### config.mk
export PLATFORM = sky130hd
export DESIGN_NAME = ddr2_cmd_monitor
export DESIGN_NICKNAME = d
export VERILOG_FILES = /design/src/rtl/ddr2_mon_pkg.sv /design/src/rtl/ddr2_cmd_classify.sv /design/src/rtl/ddr2_pwr_track.sv /design/src/rtl/ddr2_burst_guard.sv /design/src/rtl/ddr2_cmd_monitor.sv
export SDC_FILE = /design/constraint.sdc
export NUM_CORES = 1
export LEC_CHECK = 0
export ABC_AREA = 1
export BUFFER_PORTS_ARGS = -buffer_cell sky130_fd_sc_hd__buf_2
export CAP_MARGIN = 20
export CORE_MARGIN = 2
export CORE_UTILIZATION = 30
export DETAILED_ROUTE_END_ITERATION = 10
export PLACE_DENSITY = 0.49
export SLEW_MARGIN = 15
export SYNTH_ARGS = -nofsm -noshare
export SYNTH_HDL_FRONTEND = slang
export SYNTH_HIERARCHICAL = 1
export SYNTH_SLANG_ARGS = --single-unit
### constraint.sdc
create_clock -name clk -period 2.7 [get_ports clk]
set_input_delay 0.135 -clock clk [delete_from_list [all_inputs] [get_ports clk]]
set_output_delay 0.135 -clock clk [all_outputs]
set_load 0.05 [all_outputs]
### src/rtl/ddr2_mon_pkg.sv
package ddr2_mon_pkg;

  typedef enum logic [3:0] {
    CMD_NONE  = 4'd0,
    CMD_DESEL = 4'd1,
    CMD_NOP   = 4'd2,
    CMD_MRS   = 4'd3,
    CMD_REF   = 4'd4,
    CMD_PRE   = 4'd5,
    CMD_ACT   = 4'd6,
    CMD_WR    = 4'd7,
    CMD_RD    = 4'd8,
    CMD_SRE   = 4'd9,
    CMD_SRX   = 4'd10,
    CMD_PDE   = 4'd11,
    CMD_PDX   = 4'd12,
    CMD_BAD   = 4'd13
  } cmd_e;

  typedef enum logic [1:0] {
    PS_ACTIVE = 2'd0,
    PS_PDOWN  = 2'd1,
    PS_SREF   = 2'd2
  } pstate_e;

endpackage

### src/rtl/ddr2_cmd_classify.sv
module ddr2_cmd_classify
  import ddr2_mon_pkg::*;
(
  input  logic cke_prev,
  input  logic cke,
  input  logic cs_n,
  input  logic ras_n,
  input  logic cas_n,
  input  logic we_n,
  input  logic in_sref,
  output cmd_e code,
  output logic bad
);

  logic [2:0] rcw;
  assign rcw = {ras_n, cas_n, we_n};

  always_comb begin
    code = CMD_NONE;
    bad  = 1'b0;
    case ({cke_prev, cke})
      2'b11: begin
        if (cs_n) begin
          code = CMD_DESEL;
        end else begin
          case (rcw)
            3'b000:  code = CMD_MRS;
            3'b001:  code = CMD_REF;
            3'b010:  code = CMD_PRE;
            3'b011:  code = CMD_ACT;
            3'b100:  code = CMD_WR;
            3'b101:  code = CMD_RD;
            3'b111:  code = CMD_NOP;
            default: begin
              code = CMD_BAD;
              bad  = 1'b1;
            end
          endcase
        end
      end
      2'b10: begin
        if (cs_n || rcw == 3'b111) begin
          code = CMD_PDE;
        end else if (rcw == 3'b001) begin
          code = CMD_SRE;
        end else begin
          code = CMD_BAD;
          bad  = 1'b1;
        end
      end
      2'b01: code = in_sref ? CMD_SRX : CMD_PDX;
      default: bad = ~cs_n;
    endcase
  end

endmodule

### src/rtl/ddr2_pwr_track.sv
module ddr2_pwr_track
  import ddr2_mon_pkg::*;
(
  input  logic    clk,
  input  logic    rst_n,
  input  cmd_e    code,
  output pstate_e state
);

  pstate_e state_d;

  always_comb begin
    state_d = state;
    case (code)
      CMD_SRE:          state_d = PS_SREF;
      CMD_PDE:          state_d = PS_PDOWN;
      CMD_SRX, CMD_PDX: state_d = PS_ACTIVE;
      default:          state_d = state;
    endcase
  end

  always_ff @(posedge clk or negedge rst_n) begin
    if (!rst_n) state <= PS_ACTIVE;
    else        state <= state_d;
  end

endmodule

### src/rtl/ddr2_burst_guard.sv
module ddr2_burst_guard #(
  parameter int MAX_BL = 8
) (
  input  logic clk,
  input  logic rst_n,
  input  logic is_rw,
  input  logic bl_long,
  output logic cut
);

  localparam int CNT_W = (MAX_BL/2 > 1) ? $clog2(MAX_BL/2) : 1;
  localparam logic [CNT_W-1:0] LOAD_LONG  = CNT_W'(MAX_BL/2 - 1);
  localparam logic [CNT_W-1:0] LOAD_SHORT = CNT_W'(MAX_BL/4 - 1);

  logic [CNT_W-1:0] cnt_q, cnt_d;
  logic             busy;

  assign busy = (cnt_q != '0);
  assign cut  = is_rw & busy;

  always_comb begin
    cnt_d = cnt_q;
    if (is_rw)     cnt_d = bl_long ? LOAD_LONG : LOAD_SHORT;
    else if (busy) cnt_d = cnt_q - 1'b1;
  end

  always_ff @(posedge clk or negedge rst_n) begin
    if (!rst_n) cnt_q <= '0;
    else        cnt_q <= cnt_d;
  end

endmodule

### src/rtl/ddr2_cmd_monitor.sv
module ddr2_cmd_monitor
  import ddr2_mon_pkg::*;
#(
  parameter int BA_W   = 2,
  parameter int ADDR_W = 13,
  parameter int AP_BIT = 10,
  parameter int MAX_BL = 8
) (
  input  logic              clk,
  input  logic              rst_n,
  input  logic              reinit,
  input  logic              bl_long,
  input  logic              cke,
  input  logic              cs_n,
  input  logic              ras_n,
  input  logic              cas_n,
  input  logic              we_n,
  input  logic [BA_W-1:0]   ba,
  input  logic [ADDR_W-1:0] addr,
  output logic [3:0]        cmd_code,
  output logic [BA_W-1:0]   cmd_bank,
  output logic [ADDR_W-1:0] cmd_addr,
  output logic              cmd_flag,
  output logic [1:0]        pwr_state,
  output logic              odt_off,
  output logic              no_refresh,
  output logic              illegal,
  output logic              burst_cut
);

  logic              cke_prev_q;
  cmd_e              code_c;
  logic              bad_c, cut_c, is_rw;
  pstate_e           state;
  logic [BA_W-1:0]   bank_d;
  logic [ADDR_W-1:0] addr_d;
  logic              flag_d, illegal_d;

  ddr2_cmd_classify u_classify (
    .cke_prev (cke_prev_q),
    .cke      (cke),
    .cs_n     (cs_n),
    .ras_n    (ras_n),
    .cas_n    (cas_n),
    .we_n     (we_n),
    .in_sref  (state == PS_SREF),
    .code     (code_c),
    .bad      (bad_c)
  );

  ddr2_pwr_track u_pwr (
    .clk   (clk),
    .rst_n (rst_n),
    .code  (code_c),
    .state (state)
  );

  assign is_rw = (code_c == CMD_RD) || (code_c == CMD_WR);

  ddr2_burst_guard #(.MAX_BL(MAX_BL)) u_burst (
    .clk     (clk),
    .rst_n   (rst_n),
    .is_rw   (is_rw),
    .bl_long (bl_long),
    .cut     (cut_c)
  );

  always_comb begin
    bank_d = '0;
    addr_d = '0;
    flag_d = 1'b0;
    case (code_c)
      CMD_MRS, CMD_ACT: begin
        bank_d = ba;
        addr_d = addr;
      end
      CMD_PRE: begin
        flag_d = addr[AP_BIT];
        if (!addr[AP_BIT]) bank_d = ba;
      end
      CMD_RD, CMD_WR: begin
        bank_d         = ba;
        addr_d         = addr;
        addr_d[AP_BIT] = 1'b0;
        flag_d         = addr[AP_BIT];
      end
      default: ;
    endcase
    illegal_d = reinit ? 1'b0 : (illegal | bad_c | cut_c);
  end

  always_ff @(posedge clk or negedge rst_n) begin
    if (!rst_n) begin
      cke_prev_q <= 1'b1;
      cmd_code   <= CMD_NONE;
      cmd_bank   <= '0;
      cmd_addr   <= '0;
      cmd_flag   <= 1'b0;
      illegal    <= 1'b0;
      burst_cut  <= 1'b0;
    end else begin
      cke_prev_q <= cke;
      cmd_code   <= code_c;
      cmd_bank   <= bank_d;
      cmd_addr   <= addr_d;
      cmd_flag   <= flag_d;
      illegal    <= illegal_d;
      burst_cut  <= cut_c;
    end
  end

  assign pwr_state  = state;
  assign odt_off    = (state == PS_SREF);
  assign no_refresh = (state == PS_PDOWN);

endmodule

==> results of run 1 <==
## logic make-up after synthesis
family          after synthesis
fa+ha+maj                     5
flops                        27
simple gates                 65
buf+inv                      29
compound gates               19
## layout by cell type (no fill, tap or decap), types with 2 or more instances in the layout
cell type and count:
buf_2 49, nand2_1 31, dfrtp_1 26, inv_1 24
nor2_1 9, a21boi_2 9, nand3_1 9, ha_1 5
nand2_2 4, nand4_1 4, nor2_2 3, a21boi_0 3
clkbuf_8 3, dlygate4sd3_1 3, inv_2 2, nor3_1 2
a21oi_1 2, o21ai_1 2
## sequential cells by signal, summed over array words and instances (netlist names)
name / cells
burst_cut: 1
cke_prev_q: 1
cmd_addr: 13
cmd_bank: 2
cmd_code: 4
cmd_flag: 1
illegal: 1
u_burst/cnt_q: 2
u_pwr/state: 2
## metrics by stage
step / setup slack, ns / utilization / total power (W) / cell area, um2 / cells
finish: 0.481 / 0.397 / 0.00117 / 1720 / 252
CTS: 0.464 / 0.397 / 0.00119 / 1720 / 252
detailed placement: 0.503 / 0.379 / 0.000950 / 1640 / 245
floorplan: 0.0439 / - / 0.000832 / 1340 / 145
global route: 0.250 / 0.397 / 0.00125 / 1720 / 252
global placement: 0.522 / 0.379 / 0.000933 / 1640 / 245
## where the power goes
part / internal, W / switching, W
Combinational: 0.000123 / 0.000328
Clock: 0.000105 / 0.000130
Sequential: 0.000461 / 0.0000273
## cell type report
class / instances / area [um2]
repair buffers: 53 / 283
fillers: 468 / 2610
well taps: 52 / 65.1
clock inverters: 1 / 7.51
inverters: 27 / 115
clock buffers: 3 / 41.3
multi-input cells: 89 / 528
flip-flops and latches: 27 / 677
## critical path, cell delays in order (launching register included)
cell and delay [ns]:
dfstp_2 0.56, ha_1 0.16, inv_1 0.05, nor2_1 0.15, nand4_1 0.11, a21oi_1 0.35, inv_1 0.11, nor2_2 0.12
nand2_2 0.06, nand2_1 0.13, inv_1 0.09, nor2_1 0.14, nor3_1 0.06, nor2_1 0.07
## layer usage
metal,track usage,part of all wire,vias up
li1,-,-,564
met4,0.0377,0.0059,0
met2,0.206,0.50,21
met3,0.0271,0.053,2
met1,0.152,0.44,496
met5,0,0,-
## how the worst max path moves through the flow
| stage | to | cells past startpoint | slack, ns | start |
|---|---|---|---|---|
| after global routing | illegal$_DFF_PN0_ | 15 | 0.25 | cke |
| after global placement | illegal$_DFF_PN0_ | 13 | 0.52 | cke_prev_q$_DFF_PN1_ |
| after CTS | illegal$_DFF_PN0_ | 13 | 0.46 | cke_prev_q$_DFF_PN1_ |
| after detailed placement | illegal$_DFF_PN0_ | 13 | 0.50 | cke_prev_q$_DFF_PN1_ |
| after floorplan | illegal$_DFF_PN0_ | 15 | 0.04 | u_pwr/state[1]$_DFFE_PN0P_ |
| final | illegal$_DFF_PN0_ | 13 | 0.48 | cke_prev_q$_DFF_PN1_ |
## what timing repair did
action / 4_1_cts / 5_1_grt
hold buffers: 3 / 0
endpoints found under the setup margin: 0 / 0
resized for setup: 0 / 0
hold endpoints to repair: 28 / 0
## Yosys cell counts, drive strengths merged, types with 2 or more instances
library cell and number:
buf 2, nand2 35, ha 5, a21oi 3, nand4 4, a21boi 12, o21ai 3, nor2 12
nand3 10, dfrtp 26, inv 26, nor3 3
==> reports/qor.txt, run 1 <==
WHS Endpoint = cmd_bank[1]$_DFF_PN0_
Row Count = 24
DRT iter0 DRCs = 26
Synth Area in Simple Gates = 0.224
Post-synthesis compound-gate area fraction = 0.123
Startpoint type of the worst setup path = register
Hold Path Class = input port to register
Worst EP required = 2.91 ns
Mux contribution to synthesized area = 0
HPWL after DPL = 2260 um
Mapped Avg Cell Area = 9.26 um2
Routed WL = 2890 um
Gate Count Post-Synth = 145
CTS tree = done
Reg-to-reg slack, setup = 0.48 ns
#FFs+latches synth = 27
Crit share post-route = 0.822
R2R cell count = 13
Core ar. = 4320 um2
Power density cells = 684 nW/um2
Antenna viol nets, final = 0
Max_cap viols = 0
Drt wl/cell = 11.5 um
I/O Buffers = 49
Initial antenna violation count = 0
# Post-CTS Setup Buffers = 0
EDFF count, synth = 0
Synth Flop Type = dfrtp_1
CTS buffer count = 3
NumNets Final = 230
Vias in the first global route = 1,097
Clk sinks = 27
Largest fanout on the critical path = 5
H-tree depth = 1
Worst-Skew Late Latency = 0.27 ns
Worst r2r src = cke_prev_q$_DFF_PN1_
CTS root buffer = clkbuf_8
Achievable Freq = 451 MHz
Unrepaired setup endpoints after global routing = false
Slew @ Worst Pin = 0.605 ns
Slew HR = 0.597
Hold WS = 0.0686 ns
Top-Level Pins = 50
Final Slew Violations = 0
IR drop worst, VDD = 0.273 mV
Routability cong. = 0.842
Drt pass-1 iters = 4
Largest net degree at the start of global routing = 28
Hold Path Depth = 3
Vias per inst = 4.30
Synth Warn # = 6
Fin Setup TNS = 0 ns
Die Area = 5030 um2
Netlist cell types = 24
Final setup violation count = 0
Inserted Diodes = 0
Worst setup EP type = register
XOR/XNOR share of the synthesized area = 0
Mapped Nets = 174
Sequential fraction of the synthesis area = 0.504
Adder-cell share of the synthesized area = 0.0466
Total gr overflow = 0
Die Width = 70.9 um
Die Ht = 70.9 um
Fin. Hold Viols = 0
Layout area overhead = 27.9%
Worst Path Arrival = 2.43 ns
Gr usage total = 0.120
Via count = 1,083
Post-Syn Area = 1340 um2
Combinational family with the most area after synthesis = simple AND/OR/NAND/NOR gates
Clock buffer depth = 2
Hold_sp = ba[1]
Post-synth ARST share = 1.00
Synth top area cells = dfrtp_1 (48%), nand2_1 (8.7%), a21boi_2 (7.5%), inv_1 (6.7%), ha_1 (4.7%)
Yosys top cell by area = dfrtp_1
Post-route DRC = 0
Fin crit period = 2.22 ns
Layout cells sized above 1 = 0.385
RR Endpoint = illegal$_DFF_PN0_
Post-synth top area share = 0.485
Setup Skew = 0.00177 ns
Setup CP Type = register to register
Worst-path clk slew = 0.10 ns
First-pass GRT wire length = 4830 um
Status = finished, final reports clean
Leakage power = 0.983 nW
Initial Util = 0.310
Note: power is estimated with default switching activity, not from simulation.
==> run 2: changes to the inputs <==
--- a/config.mk
+++ b/config.mk
@@ -5,13 +5,13 @@
 export SDC_FILE = /design/constraint.sdc
 export NUM_CORES = 1
 export LEC_CHECK = 0
-export ABC_AREA = 1
+export ABC_AREA = 0
 export BUFFER_PORTS_ARGS = -buffer_cell sky130_fd_sc_hd__buf_2
 export CAP_MARGIN = 20
 export CORE_MARGIN = 2
 export CORE_UTILIZATION = 30
 export DETAILED_ROUTE_END_ITERATION = 10
-export PLACE_DENSITY = 0.49
+export PLACE_DENSITY = 0.52
 export SLEW_MARGIN = 15
 export SYNTH_ARGS = -nofsm -noshare
 export SYNTH_HDL_FRONTEND = slang
==> constraint.sdc (replaced) <==
create_clock -name clk -period 1.8 [get_ports clk]
set_input_delay 0.09 -clock clk [delete_from_list [all_inputs] [get_ports clk]]
set_output_delay 0.09 -clock clk [all_outputs]
set_load 0.05 [all_outputs]
==> run 2 against run 1 <==
  * The flow now finishes with violations (negative setup slack)
  * Critical path type unchanged
  * Critical endpoint unchanged
  * Synthesized cell count down 25%
  * Maximum frequency up 0.97%
  * First-iteration DRC count up 12%
  * Non-clock buffer count up 17
==> reports/qor.txt, run 2 <==
Vias in the first global route = 1,004 (-8.5%)
Mapped Avg Cell Area = 11.3 um2 (+22%)
I/O Buffers = 49 (unchanged)
Commonest non-fill, non-tap cells in the layout = buf_2 (49), dfrtp_1 (24), buf_4 (18)
XOR/XNOR share of the synthesized area = 0.0355 (+0.0355)
Place WS = -0.486 ns (-0.989 ns)
Final core occ = 0.453 (+0.0564)
Final Instance Area = 1800 um2 (+4.9%)
Worst-Skew Late Latency = 0.26 ns (about the same)
Worst-path clk slew = 0.09 ns (about the same)
Clock network power share = 0.194 (-0.006)
Sw frac = 0.367 (-0.0466)
Unrepaired setup endpoints after global routing = true
Layout area overhead = 45.8%
Setup ws final = -0.398 ns (-0.879 ns)
Fillers = 394 (-16%)
IR drop worst, VDD = 0.377 mV (+38%)
Top flop regs = cmd_addr: 13 flops, cmd_code: 4 flops
EDFF count, synth = 0 (unchanged)
Combinational family with the most area after synthesis = simple AND/OR/NAND/NOR gates
Placed Area = 1690 um2 (+3.4%)
Sequential fraction of the synthesis area = 0.548 (+0.0439)
H-tree depth = 1 (unchanged)
NumNets Final = 211 (-8.3%)
Routed WL = 2760 um (-4.3%)
Clk sinks = 27 (unchanged)
Worst setup EP type = register
Drt wl/cell = 12.0 um (+4.4%)
CTS tree = done
Clock buffer depth = 2 (unchanged)
Post-synth ARST share = 1.00 (unchanged)
Mapped Nets = 138 (-21%)
NetSw = 0.000632 W (+30%)
Gate Count Post-Synth = 109 (-25%)
Initial antenna violation count = 0 (unchanged)
Netlist cell types = 35 (+46%)
Synth Warn # = 6 (unchanged)
Slew HR = 0.596 (about the same)
Post-synth top area share = 0.527 (+0.0422)
Initial Util = 0.311 (+0.000489)
HPWL after DPL = 2230 um (-1.3%)
#FFs+latches synth = 27 (unchanged)
Die Width = 68.2 um (-3.9%)
Core ar. = 3970 um2 (-8.2%)
Post-Syn Area = 1230 um2 (-8.0%)
Top-count cell post-synth = dfrtp_1
DRT iter0 DRCs = 29 (+12%)
Slew @ Worst Pin = 0.605 ns (+0.000166 ns)
Post-route DRC = 0 (unchanged)
Row Count = 23 (-4.2%)
Total gr overflow = 0 (unchanged)
Leakage power = 0.942 nW (-4.2%)
Achievable Freq = 455 MHz (+0.97%)
Inserted Diodes = 0 (unchanged)
Die Area = 4650 um2 (-7.6%)
Largest net degree at the start of global routing = 28 (unchanged)
Worst Path Arrival = 2.40 ns (-0.03 ns)
Power density cells = 957 nW/um2 (+40%)
CTS root buffer = clkbuf_8
Leading cell type in the layout, fill and taps excluded = buf_2
Setup CP Type = register to register
Crit share post-route = 1.22 (+0.399)
Commonest cells in the netlist = dfrtp_1 (26), and2_1 (13), nor2b_1 (8), inv_1 (6), nor2_1 (6)
First-pass GRT wire length = 4330 um (-10%)
Combinational share of power = 0.392 (+0.007)
Synth Flop Type = dfrtp_1
Reg-to-reg slack, setup = -0.40 ns (-0.88 ns)
Worst EP required = 2.00 ns (-0.91 ns)
Largest Register = cmd_addr
Max FFs per register = 13 (unchanged)
Setup Skew = 0.00196 ns (+0.000186 ns)
Largest fanout on the critical path = 4 (-1)
Routability cong. = 0.892 (+5.9%)
Status = complete, but fails checks
Hold Path Class = input port to register
Fin Setup TNS = -6.78 ns (-6.78 ns)
Adder-cell share of the synthesized area = 0.0507 (+0.00406)
CTS buffer count = 3 (unchanged)
Post-synthesis compound-gate area fraction = 0.132 (+0.00869)
Via count = 1,041 (-3.9%)
Gr usage total = 0.125 (+0.00428)
Antenna viol nets, final = 0 (unchanged)
Fin crit period = 2.20 ns (-0.0212 ns)
Mux contribution to synthesized area = 0 (unchanged)
Layout cells sized above 1 = 0.508 (+0.123)
Startpoint type of the worst setup path = register
Die Ht = 68.2 um (-3.9%)
Fin. Hold Viols = 0 (unchanged)
Vias per inst = 4.51 (+4.9%)
Max_cap viols = 0 (unchanged)
Drt pass-1 iters = 4 (unchanged)
Final setup violation count = 22 (+22)
Top-Level Pins = 50 (unchanged)
Yosys top cell by area = dfrtp_1
Final Slew Violations = 0 (unchanged)
Cell-internal power = 0.00109 W (+58%)
Synth Area in Simple Gates = 0.198 (-0.0261)
Synth top area cells = dfrtp_1 (53%), and2_1 (6.6%), ha_1 (5.1%), nor2b_1 (4.1%), dfstp_2 (2.1%)
Total Power = 0.00172 W (+47%)
Failing checks = negative setup slack
Sequential share of power = 0.414 (-0.002)
==> run 2: per-layer routing <==
metal | vias to the layer above | routed length (um) | GRT usage
met3 | 2 | 261 | 0.0263
met4 | 0 | 17 | 0.0225
met5 | - | 0 | 0
met2 | 49 | 1340 | 0.223
met1 | 473 | 1150 | 0.155
li1 | 517 | - | -
==> run 2: repair_timing <==
item,CTS,global route
hold buffers,2,0
buffers inserted,1,0
endpoints found under the setup margin,22,22
cloned,0,0
pin swaps,3,1
endpoints found under the hold margin,27,0
resized for setup,9,0
==> run 2: path summary, 6_finish.rpt <==
kind / from / cells past startpoint / endpoint
min in group asynchronous: rst_n / 2 / cmd_addr[11]$_DFF_PN0_
worst min register to register: illegal$_DFF_PN0_ / 2 / illegal$_DFF_PN0_
max in group asynchronous: rst_n / 2 / u_pwr/state[1]$_DFFE_PN0P_
worst max-delay path: cke_prev_q$_DFF_PN1_ / 9 / illegal$_DFF_PN0_
worst max register to register: cke_prev_q$_DFF_PN1_ / 9 / illegal$_DFF_PN0_
worst min-delay path: addr[1] / 2 / cmd_addr[1]$_DFF_PN0_
==> run 2: per-stage QoR <==
stage	instances	hold slack, ns
detailed placement	224	0.136
CTS	231	0.0236
global placement	224	0.124
floorplan	109	-0.206
global route	231	0.0267
finish	231	0.0304
==> run 2: power groups by stage <==
stage	Combinational (W)	Sequential, W	Clock, W
finish	0.000675	0.000714	0.000334
global placement	0.000648	0.000724	0
global route	0.000729	0.000723	0.000382
detailed placement	0.000666	0.000726	0
CTS	0.000687	0.000715	0.000350
floorplan	0.000278	0.000913	0
==> run 2: layout make-up <==
cell class,instances,area [um2],area share
flip-flops and latches,27,679,0.377
multi-input cells,74,579,0.322
repair buffers,70,412,0.229
well taps,50,62.6,0.0347
clock buffers,4,45.0,0.0250
inverters,6,22.5,0.0125
==> run 2: logic make-up (layout without fill, tap and decap cells) <==
kind of cell | after synthesis | count (layout)
AND/OR/NAND/NOR | 42 | 42
flip-flops | 27 | 27
AO/OA/AOI/OAI | 22 | 22
buffers and inverters | 8 | 80
adder cells (fa/ha/maj) | 5 | 5
XOR/XNOR | 5 | 5
==> run 2: worst max-delay path, stage by stage, from the launching register on <==
cell	delay (ns)
dfstp_2	0.56
inv_2	0.06
ha_4	0.15
a222oi_1	0.36
nor2_2	0.07
or4b_4	0.53
o21ai_4	0.10
nor2b_4	0.17
nor3_1	0.05
nor2_1	0.08
==> run 3: changes to the inputs <==
--- a/config.mk
+++ b/config.mk
@@ -8,6 +8,7 @@
 export ABC_AREA = 0
 export BUFFER_PORTS_ARGS = -buffer_cell sky130_fd_sc_hd__buf_2
 export CAP_MARGIN = 20
+export CORE_ASPECT_RATIO = 0.5
 export CORE_MARGIN = 2
 export CORE_UTILIZATION = 30
 export DETAILED_ROUTE_END_ITERATION = 10
==> run 3 against run 2 <==
  * The flow still finishes with violations (negative setup slack)
  * First-iteration DRC count shrank 48%
  * Clock skew increased by 0.00070 ns
  * Die area up 0.67%
  * Maximum frequency down 4.0%
  * Non-clock buffer count increased by 7
  * Hold slack lost 0.012 ns
  * Largest power group is now combinational cells
  * Setup slack got worse by 0.092 ns
==> reports/qor.txt, run 3 (synthesis results as in run 2) <==
Status = complete, but fails checks
Failing checks = negative setup slack
Unrepaired setup endpoints after global routing = true
Gr usage total = 0.123 (-0.00188)
WHS Endpoint = cmd_addr[1]$_DFF_PN0_
Leading cell type in the layout, fill and taps excluded = buf_2
Buf+Inv Stages, Crit Path = 2 (+1)
Post-route DRC = 0 (unchanged)
Setup CP Type = register to register
Worst Path Arrival = 2.51 ns (+0.11 ns)
Clk sinks = 27 (unchanged)
Setup Skew = 0.00265 ns (+0.000696 ns)
Core ar. = 3920 um2 (-1.2%)
Initial Util = 0.315 (+0.00377)
Largest fanout on the critical path = 6 (+2)
Leakage power = 0.981 nW (+4.2%)
Slew @ Worst Pin = 0.615 ns (+0.00966 ns)
Via count = 1,067 (+2.5%)
Vias in the first global route = 1,026 (+2.2%)
HPWL after DPL = 2140 um (-4.3%)
Drt pass-1 iters = 4 (unchanged)
Max FFs per register = 13 (unchanged)
DRT iter0 DRCs = 15 (-48%)
Post-route insts no fill = 243 (+5.2%)
Place WS = -0.526 ns (-0.0398 ns)
CTS buffer count = 3 (unchanged)
Worst-Skew Late Latency = 0.28 ns (+0.02 ns)
Fin crit period = 2.29 ns (+0.0924 ns)
Reg-to-reg slack, setup = -0.49 ns (-0.09 ns)
Fin. Hold Viols = 0 (unchanged)
Final Instance Area = 1890 um2 (+5.1%)
IR drop worst, VDD = 0.291 mV (-23%)
Top flop regs = cmd_addr: 13 flops, cmd_code: 4 flops
Placed cells = 233 (+4.0%)
Final setup violation count = 22 (unchanged)
Worst r2r src = cke_prev_q$_DFF_PN1_
Placed Area = 1740 um2 (+2.5%)
CTS root buffer = clkbuf_8
Startpoint type of the worst setup path = register
Largest Register = cmd_addr
R2R cell count = 8 (-1)
Top-Level Pins = 50 (unchanged)
Row Count = 16 (-30%)
Setup ws final = -0.490 ns (-0.0924 ns)
Crit share post-route = 1.27 (+0.0513)
Final core occ = 0.482 (+0.0288)
CTS tree = done
Largest net degree at the start of global routing = 28 (unchanged)
Worst path slowest cell = or4b_4
Drt wl/cell = 12.1 um (+1.2%)
Fin Setup TNS = -9.09 ns (-2.31 ns)
Layout area overhead = 53.2%
Vias per inst = 4.39 (-2.6%)
Hold Path Depth = 2 (unchanged)
Power density cells = 946 nW/um2 (-1.1%)
Worst EP required = 2.02 ns (+0.02 ns)
Achievable Freq = 437 MHz (-4.0%)
Largest delay contributor family on the critical path = simple AND/OR/NAND/NOR gates
NumNets Final = 219 (+3.8%)
Clock buffer depth = 2 (unchanged)
Slew HR = 0.590 (-0.00644)
Worst setup EP type = register
Routability cong. = 0.801 (-10%)
First-pass GRT wire length = 4490 um (+3.8%)
Commonest non-fill, non-tap cells in the layout = buf_2 (49), buf_4 (26), dfrtp_1 (24)
Worst-path clk slew = 0.10 ns (about the same)
Critical path's largest stage delay = 0.57 ns (about the same)
Final Slew Violations = 0 (unchanged)
Die Area = 4680 um2 (+0.67%)
Hold_sp = addr[1]
Total gr overflow = 0 (unchanged)
H-tree depth = 1 (unchanged)
Worst path cell trace = inv_2 > ha_4 > a222oi_1 > nor2_2 > or4b_4 > buf_4 > o21ai_4 > and2_1
Hold Path Class = input port to register
Layout cells sized above 1 = 0.540 (+0.0314)
RR Endpoint = cmd_addr[8]$_DFF_PN0_
Max_cap viols = 0 (unchanged)
Routed WL = 2940 um (+6.4%)
Die Width = 94.7 um (+39%)
I/O Buffers = 49 (unchanged)
Die Ht = 49.4 um (-28%)
Inserted Diodes = 0 (unchanged)
Antenna viol nets, final = 0 (unchanged)
Initial antenna violation count = 0 (unchanged)
==> run 3: worst max path at each step <==
stage                                  to                  startpoint  depth (start not counted)  slack (ns)
floorplan               illegal$_DFF_PN0_  u_pwr/state[1]$_DFFE_PN0P_                          9       -0.52
global placement        illegal$_DFF_PN0_        cke_prev_q$_DFF_PN1_                          9       -0.45
detailed placement  cmd_addr[2]$_DFF_PN0_        cke_prev_q$_DFF_PN1_                          7       -0.53
CTS                     illegal$_DFF_PN0_        cke_prev_q$_DFF_PN1_                          9       -0.49
global route            illegal$_DFF_PN0_        cke_prev_q$_DFF_PN1_                          9       -0.62
finish              cmd_addr[8]$_DFF_PN0_        cke_prev_q$_DFF_PN1_                          8       -0.49
==> run 3: area by class of cell <==
cell class | instances | area [um2]
clock buffers | 3 | 41.3
well taps | 54 | 67.6
clock inverters | 1 | 7.51
repair buffers | 77 | 460
fillers | 390 | 2030
multi-input cells | 75 | 613
flip-flops and latches | 27 | 679
inverters | 6 | 22.5
==> run 3: worst register-to-register path: cells and delay by family, from the launching register on <==
kind	cells	cell delay, ns
DFF	1	0.56
buffers and inverters	2	0.23
adders and majority gates	1	0.15
AOI/OAI and AO/OA	2	0.49
and+or+nand+nor	3	0.80
==> run 3: power breakdown <==
group          switching, W  internal, W
Sequential        0.0000296     0.000684
Combinational      0.000445     0.000270
Clock              0.000205     0.000157
Total              0.000679      0.00111
==> run 3: layer usage <==
layer  vias up  wire length (um)  GRT usage
li1        532                 -          -
met1       499              1290      0.141
met2        34              1460      0.229
met3         2               183     0.0340
met4         0                14     0.0217
met5         -                 0          0
==> run 3: stage by stage <==
stage / power [W] / hold WS (ns)
after floorplan: 0.00119 / -0.206
after global placement: 0.00139 / 0.135
after detailed placement: 0.00140 / 0.144
after CTS: 0.00178 / 0.0183
after global routing: 0.00188 / 0.0176
final: 0.00179 / 0.0180
==> run 3: what timing repair did <==
item	CTS	global route
gates cloned	0	1
resized for setup	8	5
setup buffers	1	2
hold buffers	2	0
pin swaps	4	6
setup endpoints to repair	22	22
endpoints found under the hold margin	27	0
